## src/rtl/rpt_pkg.sv

```systemverilog
package rpt_pkg;
  typedef enum logic [1:0] {
    RNG_FULL = 2'd0,
    RNG_64   = 2'd1,
    RNG_32   = 2'd2,
    RNG_16   = 2'd3
  } rng_e;

  // right shift that turns an all-ones count into the last count of a period
  function automatic logic [2:0] range_shift(input logic pwm_en, input rng_e rng);
    if (!pwm_en || rng == RNG_FULL) return 3'd0;
    return 3'(rng) + 3'd1;
  endfunction
endpackage

```

## src/rtl/rpt_prescale.sv

```systemverilog
module rpt_prescale #(
  parameter int RATE_W = 3
) (
  input  logic              clk_i,
  input  logic              rst_ni,
  input  logic              tick_i,
  input  logic              run_i,
  input  logic [RATE_W-1:0] rate_i,
  output logic              step_o
);
  localparam int PRE_W = (1 << RATE_W) - 1;

  logic [PRE_W-1:0] pre_q, pre_d, mask;

  always_comb mask = {PRE_W{1'b1}} >> rate_i;

  always_comb begin
    pre_d = pre_q;
    if (!run_i)      pre_d = '0;
    else if (tick_i) pre_d = pre_q + 1'b1;
  end

  always_ff @(posedge clk_i or negedge rst_ni) begin
    if (!rst_ni) pre_q <= '0;
    else         pre_q <= pre_d;
  end

  assign step_o = tick_i & run_i & ((pre_q & mask) == mask);


  step_needs_tick_chk: assert property (@(posedge clk_i) disable iff (!rst_ni)
    step_o |-> (tick_i && run_i));
endmodule

```

## src/rtl/rpt_count.sv

```systemverilog
module rpt_count
  import rpt_pkg::*;
#(
  parameter int CNT_W = 8
) (
  input  logic             clk_i,
  input  logic             rst_ni,
  input  logic             step_i,
  input  logic             pwm_en_i,
  input  rng_e             range_i,
  input  logic             reload_en_i,
  input  logic             cnt_wr_i,
  input  logic [CNT_W-1:0] cnt_wdata_i,
  input  logic             rld_wr_i,
  input  logic [CNT_W-1:0] rld_wdata_i,
  output logic [CNT_W-1:0] cnt_q_o,
  output logic [CNT_W-1:0] cnt_d_o,
  output logic [CNT_W-1:0] rld_q_o,
  output logic             wrap_evt_o,
  output logic             irq_o
);
  logic [CNT_W-1:0] cnt_q, cnt_d, rld_q, rld_d, top_val;
  logic             wrap, irq_q;

  always_comb begin
    top_val    = {CNT_W{1'b1}} >> range_shift(pwm_en_i, range_i);
    wrap       = (cnt_q >= top_val);
    wrap_evt_o = step_i & wrap & ~cnt_wr_i;
  end

  always_comb begin
    cnt_d = cnt_q;
    if (cnt_wr_i) begin
      cnt_d = cnt_wdata_i;
    end else if (step_i) begin
      if (!wrap)                       cnt_d = cnt_q + 1'b1;
      else if (!pwm_en_i && reload_en_i) cnt_d = rld_q;
      else                             cnt_d = '0;
    end
    rld_d = rld_wr_i ? rld_wdata_i : rld_q;
  end

  always_ff @(posedge clk_i or negedge rst_ni) begin
    if (!rst_ni) begin
      cnt_q <= '0;
      rld_q <= '0;
      irq_q <= 1'b0;
    end else begin
      cnt_q <= cnt_d;
      rld_q <= rld_d;
      irq_q <= wrap_evt_o;
    end
  end

  assign cnt_q_o = cnt_q;
  assign cnt_d_o = cnt_d;
  assign rld_q_o = rld_q;
  assign irq_o   = irq_q;


  hold_chk: assert property (@(posedge clk_i) disable iff (!rst_ni)
    (!step_i && !cnt_wr_i) |=> $stable(cnt_q));

  write_wins_chk: assert property (@(posedge clk_i) disable iff (!rst_ni)
    cnt_wr_i |=> (cnt_q == $past(cnt_wdata_i)) && !irq_q);

  in_range_chk: assert property (@(posedge clk_i) disable iff (!rst_ni)
    (pwm_en_i && !cnt_wr_i && cnt_q <= top_val) |=> (cnt_q <= $past(top_val)));

  irq_zero_chk: assert property (@(posedge clk_i) disable iff (!rst_ni)
    (irq_q && $past(pwm_en_i)) |-> (cnt_q == '0));
endmodule

```

## src/rtl/rpt_wave.sv

```systemverilog
module rpt_wave #(
  parameter int CNT_W = 8
) (
  input  logic             clk_i,
  input  logic             rst_ni,
  input  logic             pwm_en_i,
  input  logic             wrap_evt_i,
  input  logic [CNT_W-1:0] rld_i,
  input  logic [CNT_W-1:0] cnt_q_i,
  input  logic [CNT_W-1:0] cnt_d_i,
  output logic             pwm_o
);
  logic [CNT_W-1:0] cmp_q, cmp_d;
  logic             pwm_q, pwm_d;

  always_comb begin
    cmp_d = (wrap_evt_i || !pwm_en_i) ? rld_i : cmp_q;
    pwm_d = pwm_en_i & (cnt_d_i < cmp_d);
  end

  always_ff @(posedge clk_i or negedge rst_ni) begin
    if (!rst_ni) begin
      cmp_q <= '0;
      pwm_q <= 1'b0;
    end else begin
      cmp_q <= cmp_d;
      pwm_q <= pwm_d;
    end
  end

  assign pwm_o = pwm_q;


  pwm_below_cmp_chk: assert property (@(posedge clk_i) disable iff (!rst_ni)
    pwm_q |-> (cnt_q_i < cmp_q));

  cmp_hold_chk: assert property (@(posedge clk_i) disable iff (!rst_ni)
    (pwm_en_i && !wrap_evt_i) |=> $stable(cmp_q));
endmodule

```

## src/rtl/rangepwm_timer.sv

```systemverilog
module rangepwm_timer
  import rpt_pkg::*;
#(
  parameter int CNT_W  = 8,
  parameter int RATE_W = 3
) (
  input  logic              clk_i,
  input  logic              rst_ni,
  input  logic              tick_i,
  input  logic              run_i,
  input  logic [RATE_W-1:0] rate_i,
  input  logic              pwm_en_i,
  input  logic [1:0]        range_i,
  input  logic              reload_en_i,
  input  logic              cnt_wr_i,
  input  logic [CNT_W-1:0]  cnt_wdata_i,
  input  logic              rld_wr_i,
  input  logic [CNT_W-1:0]  rld_wdata_i,
  output logic [CNT_W-1:0]  cnt_o,
  output logic              pwm_o,
  output logic              irq_o
);
  logic [1:0]       rst_sync_q;
  logic             rst_n_s, step, wrap_evt;
  logic [CNT_W-1:0] cnt_q, cnt_d, rld_q;

  always_ff @(posedge clk_i or negedge rst_ni) begin
    if (!rst_ni) rst_sync_q <= 2'b00;
    else         rst_sync_q <= {rst_sync_q[0], 1'b1};
  end
  assign rst_n_s = rst_sync_q[1];

  rpt_prescale #(.RATE_W(RATE_W)) u_pre (
    .clk_i(clk_i), .rst_ni(rst_n_s), .tick_i(tick_i), .run_i(run_i),
    .rate_i(rate_i), .step_o(step)
  );

  rpt_count #(.CNT_W(CNT_W)) u_cnt (
    .clk_i(clk_i), .rst_ni(rst_n_s), .step_i(step), .pwm_en_i(pwm_en_i),
    .range_i(rng_e'(range_i)), .reload_en_i(reload_en_i),
    .cnt_wr_i(cnt_wr_i), .cnt_wdata_i(cnt_wdata_i),
    .rld_wr_i(rld_wr_i), .rld_wdata_i(rld_wdata_i),
    .cnt_q_o(cnt_q), .cnt_d_o(cnt_d), .rld_q_o(rld_q),
    .wrap_evt_o(wrap_evt), .irq_o(irq_o)
  );

  rpt_wave #(.CNT_W(CNT_W)) u_wave (
    .clk_i(clk_i), .rst_ni(rst_n_s), .pwm_en_i(pwm_en_i),
    .wrap_evt_i(wrap_evt), .rld_i(rld_q), .cnt_q_i(cnt_q), .cnt_d_i(cnt_d),
    .pwm_o(pwm_o)
  );

  assign cnt_o = cnt_q;


  pwm_off_low_chk: assert property (@(posedge clk_i) disable iff (!rst_n_s)
    !pwm_en_i |=> !pwm_o);
endmodule

```

## config.mk

```make
export PLATFORM = sky130hd
export DESIGN_NAME = rangepwm_timer
export DESIGN_NICKNAME = d
export VERILOG_FILES = /design/src/rtl/rpt_pkg.sv /design/src/rtl/rpt_prescale.sv /design/src/rtl/rpt_count.sv /design/src/rtl/rpt_wave.sv /design/src/rtl/rangepwm_timer.sv
export SDC_FILE = /design/constraint.sdc
export NUM_CORES = 1
export LEC_CHECK = 0
export BUFFER_PORTS_ARGS = -buffer_cell sky130_fd_sc_hd__clkbuf_2
export CAP_MARGIN = 5
export CELL_PAD_IN_SITES_DETAIL_PLACEMENT = 1
export CELL_PAD_IN_SITES_GLOBAL_PLACEMENT = 1
export CORE_MARGIN = 1.5
export CORE_UTILIZATION = 44
export CTS_BUF_LIST = sky130_fd_sc_hd__clkbuf_8
export DETAILED_ROUTE_END_ITERATION = 8
export PLACE_DENSITY = 0.88
export SYNTH_ARGS = -nofsm -noshare
export SYNTH_HDL_FRONTEND = slang
export SYNTH_SLANG_ARGS = --single-unit
```

## constraint.sdc

```tcl
create_clock -name clk_i -period 1.2 [get_ports clk_i]
set_clock_uncertainty 0.05 [all_clocks]
set_input_delay 0.12 -clock clk_i [delete_from_list [all_inputs] [get_ports clk_i]]
set_output_delay 0.12 -clock clk_i [all_outputs]
set_load 0.05 [all_outputs]
```

==> impl_results.md, run 1 <==
- Inserted Clock Buffers: 5
- Die H: between 70 and 80 um
- Failing step: global routing
- Antenna violations before repair: 0
- Netlist cell types: between 40 and 50
- Die width: about 73 um
- Err: [ERROR DPL-0033] detailed placement checks failed during check placement.
- Placer Congestion: about 0.85
- Starting Density: 0.457
- Status: aborted with a tool error
- Most used DFF post-synth: dfrtp_1
- Syn_area_per_cell: 9.92 um2
- Hpwl dp: 5.50 mm
- Warnings, synthesis: 0
- Number of I/O pins: 39
- Synthesized cell area: 2140 um2
- # clock sinks: 35
- Sequential area share after synthesis: 0.409
- Worst EP post-GRT repair: u_wave.pwm_o$_DFF_PN0_/D
- Largest net degree at the start of global routing: 34
- # rows: 25
- Clock buffer depth: 2
- Post-Syn Instances: approximately 220
- Yosys reg bits: 35
- H-tree depth: 2
- Synth Net Count: around 260
- Synth async-reset ratio: 1.00
- Port Buffers: 38
- Post-synth EDFFs: 0
- Worst EP kind: register data pin
- CTS Root Cell: clkbuf_8
[cell usage after synthesis, drive strengths merged (2+ instances only)]
cell / n / share of area
o21a: 2 / 0.0070
and2: 6 / 0.018
a211o: 2 / 0.0082
o211ai: 4 / 0.014
nand4: 8 / 0.030
mux2: 10 / 0.053
xnor2: 5 / 0.020
a21oi: 12 / 0.028
and3: 4 / 0.012
nand3: 5 / 0.012
clkbuf: 7 / 0.012
mux2i: 10 / 0.047
o22ai: 3 / 0.0088
nor2: 9 / 0.016
a211oi: 5 / 0.020
dfrtp: 35 / 0.41
o31ai: 4 / 0.020
ha: 17 / 0.099
nor3b: 2 / 0.0070
a21o: 2 / 0.0070
or2: 2 / 0.0058
nor2b: 4 / 0.012
inv: 16 / 0.028
nand2: 17 / 0.030
o21ai: 8 / 0.019
[kinds of logic after synthesis]
kind of cell | after synthesis | synth area share
AOI/OAI and AO/OA | 50 | 0.164
and+or+nand+nor | 63 | 0.160
xor gates and xnor gates | 6 | 0.0245
DFF | 35 | 0.409
muxes | 20 | 0.0992
adders and majority gates | 17 | 0.0992
buffers and inverters | 24 | 0.0426
other | 1 | 0.00175
[timing repair]
item,in CTS
pin swaps,32
buffers inserted,18
hold buffers,1
gates resized for setup,86
endpoints found under the hold margin,2
endpoints found under the setup margin,31
[per-stage QoR]
stage	cells	TNS [ns]	hold slack, ns	area, um2	setup slack (ns)
after floorplan	216	-17.40	-0.226	2220	-1.93
after CTS	381	-20.03	0.00665	3520	-2.23
after detailed placement	356	-27.92	-0.142	2860	-2.60
after global placement	356	-25.40	-0.144	2860	-2.33
==> run 2, diff against run 1 <==
- CELL_PAD_IN_SITES_DETAIL_PLACEMENT: 1 -> unset
- CELL_PAD_IN_SITES_GLOBAL_PLACEMENT: 1 -> unset
- CORE_UTILIZATION: 44 -> 37
- CTS_BUF_LIST: sky130_fd_sc_hd__clkbuf_8 -> unset
- PLACE_DENSITY: 0.88 -> unset
- PLACE_DENSITY_LB_ADDON: unset -> 0.15
==> impl_results.md, run 2 <==
- Worst hold-check path type: in2reg
- Most used DFF post-synth: dfrtp_1
- Post-Syn Instances: approximately 220
- Leakage: 0.00159 uW
- HP Start: rld_wdata_i[1]
- Number of fill cells: approximately 510
- Pwr/cell area: roughly 1000 nW/um2
- CP Capture Type: flop
- Latest clock arrival within the worst-skew pair: about 0.29 ns
- Starting Density: 0.387
- Inserted Clock Buffers: 5
- Crit share post-route: 2.66
- Cell Area, Placed: 2930 um2
- DR iter-0 viols: 115
- Antenna violations before repair: 0
- Clock power frac: 0.240
- First-pass GRT wire length: about 9 mm
- Synth async-reset ratio: 1.00
- Crit path buf inv count: 2
- Crit Reg-Reg Startpoint: u_cnt.cnt_q_o[0]
- DR vias: 2009
- Worst R2R Setup Slack: -1.92 ns
- Clock buffer depth: 2
- NetSw: between 1000 and 1500 uW
- GRT Total Usage: 0.192
- Largest net degree at the start of global routing: 34
- Slowest stage cell, crit path: ha_1
- Synthesized cell area: around 2100 um2
- TritonCTS clock tree: yes
- Yosys reg bits: 35
- Largest family of logic cells by synthesized area: compound AO/OA/AOI/OAI gates
- Setup TNS: -18.98 ns
- Synth top area cells: dfrtp_1, ha_1, mux2_2
- Post-route cell area: about 3400 um2
- # rows: 27
- Minimum clock period: about 3.2 ns
- Fin worst setup slack: -1.99 ns
- Status: complete, but fails checks
- Crit path DAT: between 3 and 4 ns
- Die H: around 80 um
- Worst-path maximum fanout: 8
- Portion of netlist area occupied by mux cells: 0.0992
- Synthesis-to-layout area growth: 60.2%
- Reg2Reg Capture Point: u_wave.pwm_o
- Port Buffers: 38
- Post-synth top cells: dfrtp_1, ha_1, nand2_1
- Post-synth top area share: 0.409
- Unrepaired setup endpoints after global routing: true
- Placer Congestion: slightly above 0.8
- Worst hold slack: ~0.012 ns
- Most frequent cell after synthesis: dfrtp_1
- R2R depth: 14
- Max-slew violations: 0
- Layout net count: 371
- CTS Root Cell: clkbuf_8
- Net Sw Frac: 0.318
- Area of the core: around 5500 um2
- Synth Net Count: 262
- DRC: 0
- Hpwl dp: ~4.2 mm
- Setup WS pre-CTS: -2.41 ns
- H-tree depth: 2
- Clk pin slew, worst setup/hold paths: ~0.07 ns
- Post-synth EDFFs: 0
- Commonest non-fill, non-tap cell in the layout: buf_4
- Ant diodes: 0
- Avg Vias per Cell: a little over 5
- Number of I/O pins: 39
- XOR/XNOR Fraction of Synth Area: 0.0245
- Required @ worst endpoint: ~1.3 ns
- Synth Area in Compound Gates: 0.164
- # clock sinks: 35
- Hold depth: 2
- Layout cells sized above 1: 0.531
- Total gr overflow: 0
- Critical path launch point type: primary input
- Crit-path cells: clkbuf_16 -> inv_12 -> ha_4 -> o21a_1 -> a21boi_2 -> ha_1 -> a21oi_2 -> o21ai_2 -> a21o_4 -> o21ba_2 -> o22ai_2 -> o21ai_2 -> ha_1 -> a21o_1 -> nand2_1 -> nand4b_1 -> a211oi_2 -> o41ai_1 -> o31ai_1
- Die area: 6260 um2
- Family with the most delay on the worst path: compound AO/OA/AOI/OAI gates
- Cell taking the most area after synthesis: dfrtp_1
- TritonRoute pass-1 iters: 4
- Final Hold Viols: 0
- Routed WL per cell: 14.1 um
- Netlist cell types: 46
- Maximum clock rate: roughly 310 MHz
- Final wirelength: around 5.6 mm
- Hold EP: u_cnt.rld_q_o[1]
- Vias in the first global route: just over 2000
- Antenna viol nets, final: 0
- Worst setup path class: in2reg
- Final setup fails: 20
- Max Cap Viol: 0
- Die width: slightly below 80 um
- Sequential area share after synthesis: 0.409
- CP max stage delay: around 0.32 ns
- Maximum vdd drop: around 0.57 mV
- Violated checks: setup timing
- Most frequent cells in the layout: buf_4, dfrtp_1, clkbuf_2
- Seq pwr share: 0.398
- Int Pwr: around 2300 uW
- Area share of fa/ha/maj cells after synthesis: 0.0992
- Power share of the combinational group: 0.362
- Syn_area_per_cell: roughly 9.9 um2
- Post-synthesis simple-gate area fraction: 0.160
- Warnings, synthesis: 0
[run 2: layout make-up]
type | instances | area, um2 | area share
tap | 72 | 90.1 | 0.0262
sequential | 35 | 882 | 0.257
multi-input combinational | 157 | 1390 | 0.404
timing repair buffer | 110 | 917 | 0.267
inverter | 16 | 72.6 | 0.0211
clock buffer | 6 | 72.6 | 0.0211
clock inverter | 2 | 12.5 | 0.00364
[run 2: what timing repair did]
action,in CTS,in global routing
cloned,0,0
hold buffers,1,0
setup buffers,8,10
pin swaps,8,17
gates resized for setup,56,26
endpoints found under the hold margin,2,0
setup endpoints to repair,30,30
[run 2: through the flow]
step           std cells  power, uW   util
5_1_grt              398       3630  0.620
4_1_cts              395       3390  0.599
2_1_floorplan        216       1930      -
6_report             398       3430  0.620
3_3_place_gp         380       2360  0.528
3_5_place_dp         380       2370  0.528
[run 2: metal layers]
metal / track usage / part of all wire
met5: 0 / 0
met4: 0.0579 / 0.011
met3: 0.0391 / 0.036
met2: 0.308 / 0.47
met1: 0.260 / 0.48
[run 2: kinds of logic (layout without fill, tap and decap cells)]
logic type      after synthesis  count (layout)
flops                        35              35
other cells                   1               1
compound gates               50              50
buf+inv                      24             134
fa+ha+maj                    17              17
mux                          20              20
simple gates                 63              63
xor+xnor                      6               6
[run 2: worst max path at each step]
stage,start,to,slack (ns),cells after the start
after floorplan,range_i[0],u_wave.pwm_o,-1.93,19
final,range_i[0],u_wave.pwm_o,-1.99,19
after detailed placement,range_i[0],u_wave.pwm_o,-2.41,18
after global placement,range_i[0],u_wave.pwm_o,-2.35,18
after global routing,range_i[0],u_wave.pwm_o,-2.22,20
after CTS,u_cnt.cnt_q_o[3],u_wave.pwm_o,-1.90,14
[run 2: worst reg2reg max path: cells and delay by family, from the launching register on]
| kind | cells | cell delay (ns) |
|---|---|---|
| AOI/OAI and AO/OA | 10 | 1.81 |
| adders and majority gates | 2 | 0.52 |
| DFF | 1 | 0.44 |
| and+or+nand+nor | 2 | 0.20 |
[run 2: power by group through the flow]
stage          Sequential (uW)  Combinational, uW  Clock [uW]
2_1_floorplan             1510                422           0
3_3_place_gp              1380                985           0
3_5_place_dp              1380                996           0
4_1_cts                   1360               1170         854
5_1_grt                   1380               1350         902
6_report                  1370               1240         822
(Power assumes the default switching activity.)
